===== src/rtl/rtc_pkg.sv =====
package rtc_pkg;
  localparam int TIME_W = 48;
  localparam int NREGS  = 8;

  typedef struct packed {
    logic [7:0] year;
    logic [4:0] month;
    logic [5:0] date;
    logic [2:0] day;
    logic [5:0] hour;
    logic [6:0] min;
    logic [6:0] sec;
    logic [5:0] cent;
  } rtc_time_t;

  localparam logic [2:0] OFF_CTRL  = 3'd0;
  localparam logic [2:0] OFF_SEC   = 3'd1;
  localparam logic [2:0] OFF_MIN   = 3'd2;
  localparam logic [2:0] OFF_HOUR  = 3'd3;
  localparam logic [2:0] OFF_DAY   = 3'd4;
  localparam logic [2:0] OFF_DATE  = 3'd5;
  localparam logic [2:0] OFF_MONTH = 3'd6;
  localparam logic [2:0] OFF_YEAR  = 3'd7;
endpackage


===== src/rtl/rtc_user_copy.sv =====
module rtc_user_copy
  import rtc_pkg::*;
(
  input  logic       clk,
  input  logic       rst,
  input  logic       freeze,
  input  rtc_time_t  live,
  input  logic [7:1] fld_we,
  input  logic       cent_we,
  input  logic [7:0] wdata,
  output rtc_time_t  user
);
  always_ff @(posedge clk) begin
    if (rst) begin
      user <= '0;
    end else if (!freeze) begin
      user <= live;
    end else begin
      if (fld_we[OFF_YEAR])  user.year  <= wdata;
      if (fld_we[OFF_MONTH]) user.month <= wdata[4:0];
      if (fld_we[OFF_DATE])  user.date  <= wdata[5:0];
      if (fld_we[OFF_DAY])   user.day   <= wdata[2:0];
      if (fld_we[OFF_HOUR])  user.hour  <= wdata[5:0];
      if (fld_we[OFF_MIN])   user.min   <= wdata[6:0];
      if (fld_we[OFF_SEC])   user.sec   <= wdata[6:0];
      if (cent_we)           user.cent  <= wdata[5:0];
    end
  end

  // unfrozen copy trails the live counters by one cycle
  a_r3_follow_live: assert property (@(posedge clk) disable iff (rst)
    !freeze |=> (user == $past(live)));

  // frozen copy with no field write keeps its value
  a_r4_frozen_hold: assert property (@(posedge clk) disable iff (rst)
    (freeze && (fld_we == '0) && !cent_we) |=> $stable(user));
endmodule


===== src/rtl/rtc_ctrl_unit.sv =====
module rtc_ctrl_unit
  import rtc_pkg::*;
(
  input  logic       clk,
  input  logic       rst,
  input  logic       ctrl_we,
  input  logic       sec_we,
  input  logic       day_we,
  input  logic [7:0] wdata,
  input  rtc_time_t  user,
  output logic       w_q,
  output logic       r_q,
  output logic       osc_q,
  output logic       ft_q,
  output logic       cent_we,
  output logic       core_load,
  output rtc_time_t  core_set
);
  logic clr_w;

  always_comb begin
    clr_w   = ctrl_we && w_q && !wdata[7];
    cent_we = clr_w && !wdata[6];
  end

  always_ff @(posedge clk) begin
    if (rst) begin
      w_q       <= 1'b0;
      r_q       <= 1'b0;
      osc_q     <= 1'b0;
      ft_q      <= 1'b0;
      core_load <= 1'b0;
      core_set  <= '0;
    end else begin
      core_load <= clr_w;
      if (clr_w) begin
        core_set      <= user;
        core_set.cent <= cent_we ? wdata[5:0] : user.cent;
      end
      if (ctrl_we) begin
        w_q <= wdata[7];
        r_q <= wdata[6];
      end
      if (sec_we) osc_q <= wdata[7];
      if (day_we) ft_q  <= wdata[6];
    end
  end

  // the load strobe lasts a single cycle
  a_r5_single_pulse: assert property (@(posedge clk) disable iff (rst)
    core_load |=> !core_load);

  // a load only follows the write-freeze bit falling
  a_r5_load_on_w_fall: assert property (@(posedge clk) disable iff (rst)
    core_load |-> (!w_q && $past(w_q)));

  // a control write without write-freeze never loads
  a_r6_no_load: assert property (@(posedge clk) disable iff (rst)
    (ctrl_we && !w_q) |=> !core_load);
endmodule


===== src/rtl/rtc_read_mux.sv =====
module rtc_read_mux
  import rtc_pkg::*;
(
  input  logic       clk,
  input  logic       rst,
  input  logic       rd_hit,
  input  logic       rd_ram,
  input  logic [2:0] off,
  input  rtc_time_t  user,
  input  logic       w_q,
  input  logic       r_q,
  input  logic       osc_q,
  input  logic       ft_q,
  input  logic       batt_ok,
  input  logic       sq_512,
  input  logic [7:0] ram_rdata,
  output logic [7:0] rdata
);
  logic [7:0] reg_q;
  logic       sel_ram_q;
  logic [7:0] field;
  logic       sec_lsb;

  always_comb begin
    sec_lsb = (ft_q && !osc_q) ? sq_512 : user.sec[0];
    unique case (off)
      OFF_YEAR:  field = user.year;
      OFF_MONTH: field = {3'b0, user.month};
      OFF_DATE:  field = {2'b0, user.date};
      OFF_DAY:   field = {batt_ok, ft_q, 3'b0, user.day};
      OFF_HOUR:  field = {2'b0, user.hour};
      OFF_MIN:   field = {1'b0, user.min};
      OFF_SEC:   field = {osc_q, user.sec[6:1], sec_lsb};
      default:   field = {w_q, r_q, user.cent};
    endcase
  end

  always_ff @(posedge clk) begin
    if (rst) begin
      reg_q     <= '0;
      sel_ram_q <= 1'b0;
    end else begin
      if (rd_hit) begin
        reg_q     <= field;
        sel_ram_q <= 1'b0;
      end else if (rd_ram) begin
        sel_ram_q <= 1'b1;
      end
    end
  end

  assign rdata = sel_ram_q ? ram_rdata : reg_q;
endmodule


===== src/rtl/rtc_shadow_regs.sv =====
module rtc_shadow_regs
  import rtc_pkg::*;
#(
  parameter int ADDR_W = 17
) (
  input  logic                clk,
  input  logic                rst,
  input  logic                bus_cs,
  input  logic                bus_rd,
  input  logic                bus_wr,
  input  logic [ADDR_W-1:0]   bus_addr,
  input  logic [7:0]          bus_wdata,
  output logic [7:0]          bus_rdata,
  output logic                ram_en,
  output logic                ram_we,
  output logic [ADDR_W-1:0]   ram_addr,
  output logic [7:0]          ram_wdata,
  input  logic [7:0]          ram_rdata,
  input  logic [TIME_W-1:0]   live_time,
  input  logic                sq_512,
  input  logic                batt_ok,
  output logic                core_load,
  output logic [TIME_W-1:0]   core_set,
  output logic                osc_stop
);
  localparam int OFF_W = $clog2(NREGS);

  logic             hit;
  logic [OFF_W-1:0] off;
  logic             we_hit;
  logic             rd_hit;
  logic             rd_ram;
  logic [NREGS-1:0] fld_we;
  logic             w_q, r_q, osc_q, ft_q, cent_we;
  rtc_time_t        user;
  rtc_time_t        live;
  rtc_time_t        set_s;

  always_comb begin
    hit    = bus_cs && (&bus_addr[ADDR_W-1:OFF_W]);
    off    = bus_addr[OFF_W-1:0];
    we_hit = hit && bus_wr;
    rd_hit = hit && bus_rd && !bus_wr;
    ram_en = bus_cs && !hit;
    ram_we = ram_en && bus_wr;
    rd_ram = ram_en && bus_rd && !bus_wr;
    live   = rtc_time_t'(live_time);
  end

  assign ram_addr  = bus_addr;
  assign ram_wdata = bus_wdata;

  for (genvar i = 0; i < NREGS; i++) begin : g_we
    assign fld_we[i] = we_hit && (off == OFF_W'(i));
  end

  rtc_ctrl_unit u_ctrl (
    .clk       (clk),
    .rst       (rst),
    .ctrl_we   (fld_we[OFF_CTRL]),
    .sec_we    (fld_we[OFF_SEC]),
    .day_we    (fld_we[OFF_DAY]),
    .wdata     (bus_wdata),
    .user      (user),
    .w_q       (w_q),
    .r_q       (r_q),
    .osc_q     (osc_q),
    .ft_q      (ft_q),
    .cent_we   (cent_we),
    .core_load (core_load),
    .core_set  (set_s)
  );

  rtc_user_copy u_copy (
    .clk     (clk),
    .rst     (rst),
    .freeze  (w_q || r_q),
    .live    (live),
    .fld_we  (fld_we[NREGS-1:1]),
    .cent_we (cent_we),
    .wdata   (bus_wdata),
    .user    (user)
  );

  rtc_read_mux u_rd (
    .clk       (clk),
    .rst       (rst),
    .rd_hit    (rd_hit),
    .rd_ram    (rd_ram),
    .off       (off),
    .user      (user),
    .w_q       (w_q),
    .r_q       (r_q),
    .osc_q     (osc_q),
    .ft_q      (ft_q),
    .batt_ok   (batt_ok),
    .sq_512    (sq_512),
    .ram_rdata (ram_rdata),
    .rdata     (bus_rdata)
  );

  assign core_set = set_s;
  assign osc_stop = osc_q;
endmodule


===== config.mk =====
export PLATFORM = sky130hd
export DESIGN_NAME = rtc_shadow_regs
export DESIGN_NICKNAME = d
export VERILOG_FILES = /design/src/rtl/rtc_pkg.sv /design/src/rtl/rtc_user_copy.sv /design/src/rtl/rtc_ctrl_unit.sv /design/src/rtl/rtc_read_mux.sv /design/src/rtl/rtc_shadow_regs.sv
export SDC_FILE = /design/constraint.sdc
export NUM_CORES = 1
export LEC_CHECK = 0
export ABC_AREA = 1
export CELL_PAD_IN_SITES_DETAIL_PLACEMENT = 2
export CELL_PAD_IN_SITES_GLOBAL_PLACEMENT = 2
export CORE_MARGIN = 3
export CORE_UTILIZATION = 24
export DETAILED_ROUTE_END_ITERATION = 12
export PLACE_DENSITY_LB_ADDON = 0.08
export SLEW_MARGIN = 20
export SYNTH_ARGS = -nofsm -noshare
export SYNTH_HDL_FRONTEND = slang
export SYNTH_SLANG_ARGS = --single-unit

===== constraint.sdc =====
create_clock -name clk -period 2.19 [get_ports clk]
set_clock_uncertainty 0.15 [all_clocks]
set_input_delay 0.438 -clock clk [delete_from_list [all_inputs] [get_ports clk]]
set_output_delay 0.438 -clock clk [all_outputs]
set_load 0.1 [all_outputs]

Word level (Yosys, flattened, before mapping)
Index checks and enable logic that the tools add are counted.
{"block": "word_totals", "reg_bits": 110}
{"block": "op_classes", "eq_ne": 14, "muxes": 12, "reduce_logical": 29}
{"op": "case mux 8 bit (7 select lines)", "count": 1}
{"op": "2-to-1 mux 48 bit", "count": 1}
{"op": "logical AND 1 bit", "count": 20}
{"op": "2-to-1 mux 6 bit", "count": 3}
{"op": "2-to-1 mux 8 bit", "count": 2}
{"op": "2-to-1 mux 7 bit", "count": 2}
{"op": "!= test 2 bit, second input constant", "count": 7}
{"op": "AND reduction 14 bit", "count": 1}
{"op": "== test 3 bit, second input constant", "count": 4}
{"op": "== test 3 x 2 -> 1 bit, second input constant", "count": 2}
{"op": "logical NOT 1 bit", "count": 5}
{"op": "2-to-1 mux 5 bit", "count": 1}
{"op": "== test 3 x 1 -> 1 bit, second input constant", "count": 1}
{"op": "logical NOT 3 bit", "count": 1}
{"op": "2-to-1 mux 3 bit", "count": 1}
{"op": "OR reduction 2 bit", "count": 1}
{"op": "logical OR 1 bit", "count": 1}
{"op": "2-to-1 mux 1 bit", "count": 1}

Logic depth before layout (Yosys ltp)
{"block": "depth", "depth_word": 9, "depth_mapped": 11, "ltp_nobuf": 11}

By module
From an unflattened synthesis, not the netlist that was laid out.
{"block": "hier_totals", "cells_unflattened": 876, "hier_area_um2": 5799.3}
{"mod": "rtc_user_copy", "seq_area_each_um2": 960.9, "cells_per_inst": 373, "area_per_inst_um2": 2451.1, "n_inst": 1}
{"mod": "rtc_ctrl_unit", "seq_area_each_um2": 1061.0, "cells_per_inst": 247, "area_per_inst_um2": 1900.6, "n_inst": 1}
{"mod": "rtc_read_mux", "seq_area_each_um2": 180.2, "cells_per_inst": 188, "area_per_inst_um2": 1062.3, "n_inst": 1}
{"mod": "rtc_shadow_regs", "seq_area_each_um2": 0.0, "cells_per_inst": 68, "area_per_inst_um2": 385.4, "n_inst": 1}

Worst setup path before layout
No wires, ideal clock.
{"block": "synth_path", "path_kind": "flip-flop to output port", "from": "register u_rd.sel_ram_q", "to": "output port bus_rdata[5]", "setup_slack_ps": -1038, "arrival_time_ps": 2640, "path_stages_with_launch": 3, "required_ps": 1602, "path_cell_list": "dfxtp_1 > clkbuf_1 > o21ai_0"}
{"block": "synth_via", "elab_chain_cells": 1}
{"item": "from (decl)", "line": "rtc_read_mux.sv:20", "text": "logic sel_ram_q;"}
{"item": "from (signal assigned)", "line": "rtc_read_mux.sv:41", "text": "sel_ram_q <= 1'b0;"}
{"item": "from (signal assigned)", "line": "rtc_read_mux.sv:45", "text": "sel_ram_q <= 1'b0;"}
{"item": "from (signal assigned)", "line": "rtc_read_mux.sv:47", "text": "sel_ram_q <= 1'b1;"}
{"item": "2-to-1 mux 8 bit", "line": "rtc_read_mux.sv:52", "text": "assign rdata = sel_ram_q ? ram_rdata : reg_q;"}
{"item": "to (decl)", "line": "rtc_shadow_regs.sv:13", "text": "output logic [7:0] bus_rdata,"}
No other way between the ends.

Final worst setup path
{"block": "layout_path", "from": "input port bus_addr[3]", "to": "output port ram_we"}
{"block": "layout_via", "elab_chain_cells": 5}
{"item": "from (decl)", "line": "rtc_shadow_regs.sv:11", "text": "input logic [ADDR_W-1:0] bus_addr,"}
{"item": "AND reduction 14 bit", "line": "rtc_shadow_regs.sv:40", "text": "hit = bus_cs && (&bus_addr[ADDR_W-1:OFF_W]);"}
{"item": "logical AND 1 bit", "line": "rtc_shadow_regs.sv:40"}
{"item": "logical NOT 1 bit", "line": "rtc_shadow_regs.sv:44", "text": "ram_en = bus_cs && !hit;"}
{"item": "logical AND 1 bit", "line": "rtc_shadow_regs.sv:44"}
{"item": "logical AND 1 bit", "line": "rtc_shadow_regs.sv:45", "text": "ram_we = ram_en && bus_wr;"}
{"item": "to (decl)", "line": "rtc_shadow_regs.sv:15", "text": "output logic ram_we,"}
No other way between the ends.

==> impl_table.tex <==
\begin{tabular}{lr}
\hline
Metric & Value \\
\hline
\multicolumn{2}{l}{\textbf{Cells and area}} \\
\quad Ratio of cells with drive above 1 in the final layout & 22.4\% \\
\quad Layout filler cell count & between 2000 and 2500 \\
\quad Nets & 1033 \\
\quad P\&R area growth vs syn & 62.0\% \\
\quad Antenna Diode Count & 0 \\
\quad Final cell utilization of the core & 40.0\% \\
\quad Design Area, Final & 0.00817 mm² \\
\multicolumn{2}{l}{\textbf{Global routing}} \\
\quad Initial antenna violation count & 0 \\
\quad Total overflow reported by the global router & 0 \\
\quad Via count of the first global-routing pass & 6391 \\
\quad Wire length of the first global-routing pass & 36900 µm \\
\quad Overall fraction of global-route tracks in use & 21.3\% \\
\quad Pin count of the biggest net entering global routing & between 40 and 50 \\
\multicolumn{2}{l}{\textbf{Clocking}} \\
\quad Root buffer cell & clkbuf\_16 \\
\quad Insertion delay to the later sink of the worst-skew pair & 0.36 ns \\
\quad CTS Buf Count & 9 \\
\quad Hold\_buf cts & 0 \\
\quad TritonCTS clock tree & yes \\
\quad TritonCTS sink count & 110 \\
\quad Clock slew at the register clock pins of the worst setup and hold paths & 0.07 ns \\
\quad H-tree depth reported by CTS & 3 \\
\quad Maximum number of buffers from clock root to sink & 2 \\
\multicolumn{2}{l}{\textbf{Worst setup path}} \\
\quad Start of the worst register-to-register path & u\_ctrl.w\_q \\
\quad Startpoint type of the worst setup path & input pin \\
\quad Capture instance of the worst register-to-register path & u\_copy.user[30] \\
\quad Reg-to-reg slack, setup & 0.34 ns \\
\quad Crit path max fanout & 2 \\
\quad End point of the critical path & ram\_we \\
\quad Arrival @ worst endpoint & about 1.5 ns \\
\quad Crit. Startpoint & bus\_addr[3] \\
\quad Data required time of the critical path & 1.60 ns \\
\quad Worst setup path category & in2out \\
\quad Cell count of the worst reg-to-reg path & 7 \\
\quad Category of the worst setup path capture point & primary output \\
\multicolumn{2}{l}{\textbf{Logic synthesis}} \\
\quad Proportion of synthesized chip area in sequential cells & approximately 44\% \\
\quad Mapped cell area & 0.00504 mm² \\
\quad Top cells by area in the synthesized netlist & dfxtp\_1 44\%, nor2\_1 10\%, nand2\_1 9.8\% \\
\quad FF+latch count, synth & 110 \\
\quad Syn\_nets & 815 \\
\quad Average instance area after synthesis & 6.93 µm² \\
\quad Top cell type's share of synthesized area & a little over two fifths \\
\quad Number of unique standard cell types used by synthesis & 30 \\
\quad Largest area contributor in the netlist & dfxtp\_1 \\
\quad Synthesized netlist cell count & 727 \\
\quad Count of yosys warnings during synthesis & 0 \\
\multicolumn{2}{l}{\textbf{Place}} \\
\quad Weighted congestion reported at the end of routability-driven placement & 0.882 \\
\quad \# port buffers & between 150 and 200 \\
\quad Dpl hpwl & 18600 µm \\
\quad Instance area after placement & 0.00767 mm² \\
\multicolumn{2}{l}{\textbf{Routing}} \\
\quad Final routed wire length divided by cell count & 20.4 µm \\
\quad Final ANT Viol Nets & 0 \\
\quad DR vias & 5808 \\
\quad Length of the first detailed-routing pass in iterations & 4 \\
\quad Total DRC errors in the routed layout & 0 \\
\quad Wire length reported by the detailed router & about 25000 µm \\
\quad First-iteration detailed-routing DRC count & 184 \\
\quad Vias/cell & 4.76 \\
\multicolumn{2}{l}{\textbf{Floorplan}} \\
\quad Core box area & 0.0204 mm² \\
\quad Row Count & 52 \\
\quad Initial cell density of the core & around 25\% \\
\quad Die Y & 151 µm \\
\quad Die Area & 0.0228 mm² \\
\quad I/O pin count & $\sim$170 \\
\quad Die X-Extent & 151 µm \\
\multicolumn{2}{l}{\textbf{Run}} \\
\quad Max-cap violation count & 0 \\
\multicolumn{2}{l}{\textbf{STA}} \\
\quad Final critical-path required period & 2.13 ns \\
\quad Fin. Hold Viols & 0 \\
\quad Final Hold Slack & approximately 0.32 ns \\
\quad Worst slew slack as a fraction of its limit & between 60\% and 70\% \\
\quad RSZ-0062 raised after global routing & true \\
\quad Final clock period utilization by the worst path & between 90\% and 100\% \\
\quad Highest clock rate & 0.470 GHz \\
\quad Worst slew pin tran & 0.491 ns \\
\quad Final Max Slew Viols & 0 \\
\quad Number of endpoints failing setup at the final stage & 0 \\
\multicolumn{2}{l}{\textbf{Power}} \\
\quad Overall power consumption & 4.57 mW \\
\quad IR drop worst, VDD & 0.390 mV \\
\quad Power per cell area & 559 mW/mm² \\
\quad Total leakage power & about 3.8 nW \\
\multicolumn{2}{l}{\textbf{Worst hold path}} \\
\quad Min-delay worst type & reg2reg \\
\multicolumn{2}{l}{\textbf{Run status}} \\
\quad Result of the run & finished clean \\
\hline
\end{tabular}
==> how the worst min path moves through the flow <==
stage,slack (ns),cells after the start,start,to
floorplan,0.28,2,u_rd.reg_q[1],u_rd.reg_q[1]
global placement,0.29,2,u_rd.reg_q[2],u_rd.reg_q[2]
detailed placement,0.30,2,u_rd.reg_q[1],u_rd.reg_q[1]
CTS,0.32,2,u_rd.reg_q[1],u_rd.reg_q[1]
global route,0.36,2,u_rd.reg_q[1],u_rd.reg_q[1]
finish,0.32,2,u_rd.reg_q[1],u_rd.reg_q[1]
==> synth_stat cells <==
library cell and count:
nand4_4 1, inv_2 1, o221ai_1 2, nor2_1 137, clkbuf_2 1, nor3_4 1
o2111ai_1 1, a221oi_1 1, o21ai_0 96, a211oi_1 1, o22ai_1 6, a21oi_1 65
nor2_4 2, clkinv_1 3, o211ai_1 3, dfxtp_1 110, inv_1 59, nand4_1 3
o31ai_1 1, clkbuf_1 18, a22oi_1 7, buf_2 9, nand2_1 131, buf_6 2
nor2_2 1, nand3_1 34, buf_4 28, nor3_2 1, nor3_1 1, o21bai_1 1
==> flip-flops by register name (all words and copies together) (netlist names) <==
signal	cells
u_ctrl.osc_q	1
u_ctrl.ft_q	1
u_ctrl.core_set	48
u_ctrl.w_q	1
u_rd.sel_ram_q	1
u_rd.reg_q	8
u_copy.user	48
u_ctrl.r_q	1
u_ctrl.core_load	1
==> placed cells by master (no fill, tap or decap), types with 32 or more instances in the layout <==
master           instances
nand3_1                 32
inv_1                   56
buf_4                  128
nor2_1                 134
clkdlybuf4s50_1         71
buf_12                  42
a21oi_1                 65
dfxtp_1                109
nand2_1                128
o21ai_0                 88
==> metrics by stage <==
stage	setup slack [ns]	std cells	setup TNS, ns
global route	-0.00420	1219	-0.00468
detailed placement	-0.595	1193	-42.50
CTS	0.00186	1211	0
floorplan	-0.291	727	-0.831
global placement	-0.403	1193	-32.77
finish	0.0632	1219	0
==> critical path: stages <==
cell and delay [ns]:
clkdlybuf4s50_1 0.48, nand2_1 0.06, inv_1 0.06, nand2_2 0.07, o21ai_2 0.18, nor2_2 0.08, buf_12 0.17
==> area by class of cell <==
type | count | area (µm²) | area share [%]
Sequential cell | 110 | 2200 | 27.0
Tap cell | 270 | 338 | 4.14
Timing Repair Buffer | 265 | 2840 | 34.7
Inverter | 63 | 238 | 2.91
Clock inverter | 4 | 30.0 | 0.368
Multi-Input combinational cell | 496 | 2280 | 27.9
Clock buffer | 11 | 243 | 2.97
==> what timing repair did <==
item / 4_1_cts / 5_1_grt
setup endpoints to repair: 67 / 67
gates resized for setup: 24 / 14
cloned: 2 / 3
setup buffers: 1 / 5
pin swaps: 9 / 4
==> logic make-up (layout without fill, tap and decap cells) <==
logic type      count (synthesis)  in the layout  synth area share, %
flops                         110            110                 43.7
compound gates                184            184                 19.4
buf+inv                       121            343                 11.6
simple gates                  312            312                 25.3
==> layer usage <==
| layer | global-route usage (%) | wire, µm |
|---|---|---|
| met4 | 5.39 | 522 |
| met5 | 0 | 0 |
| met1 | 26.9 | 10800 |
| met3 | 3.83 | 1330 |
| met2 | 37.6 | 12300 |
==> report_power, final <==
group | internal (mW) | total, mW | leakage [nW] | switching, mW
combinational | 0.371 | 0.857 | 2.78 | 0.486
clock | 0.806 | 1.60 | 0.132 | 0.797
sequential | 2.05 | 2.11 | 0.900 | 0.0571
total | 3.23 | 4.57 | 3.81 | 1.34
No activity file was read; power rests on OpenSTA's default activity.
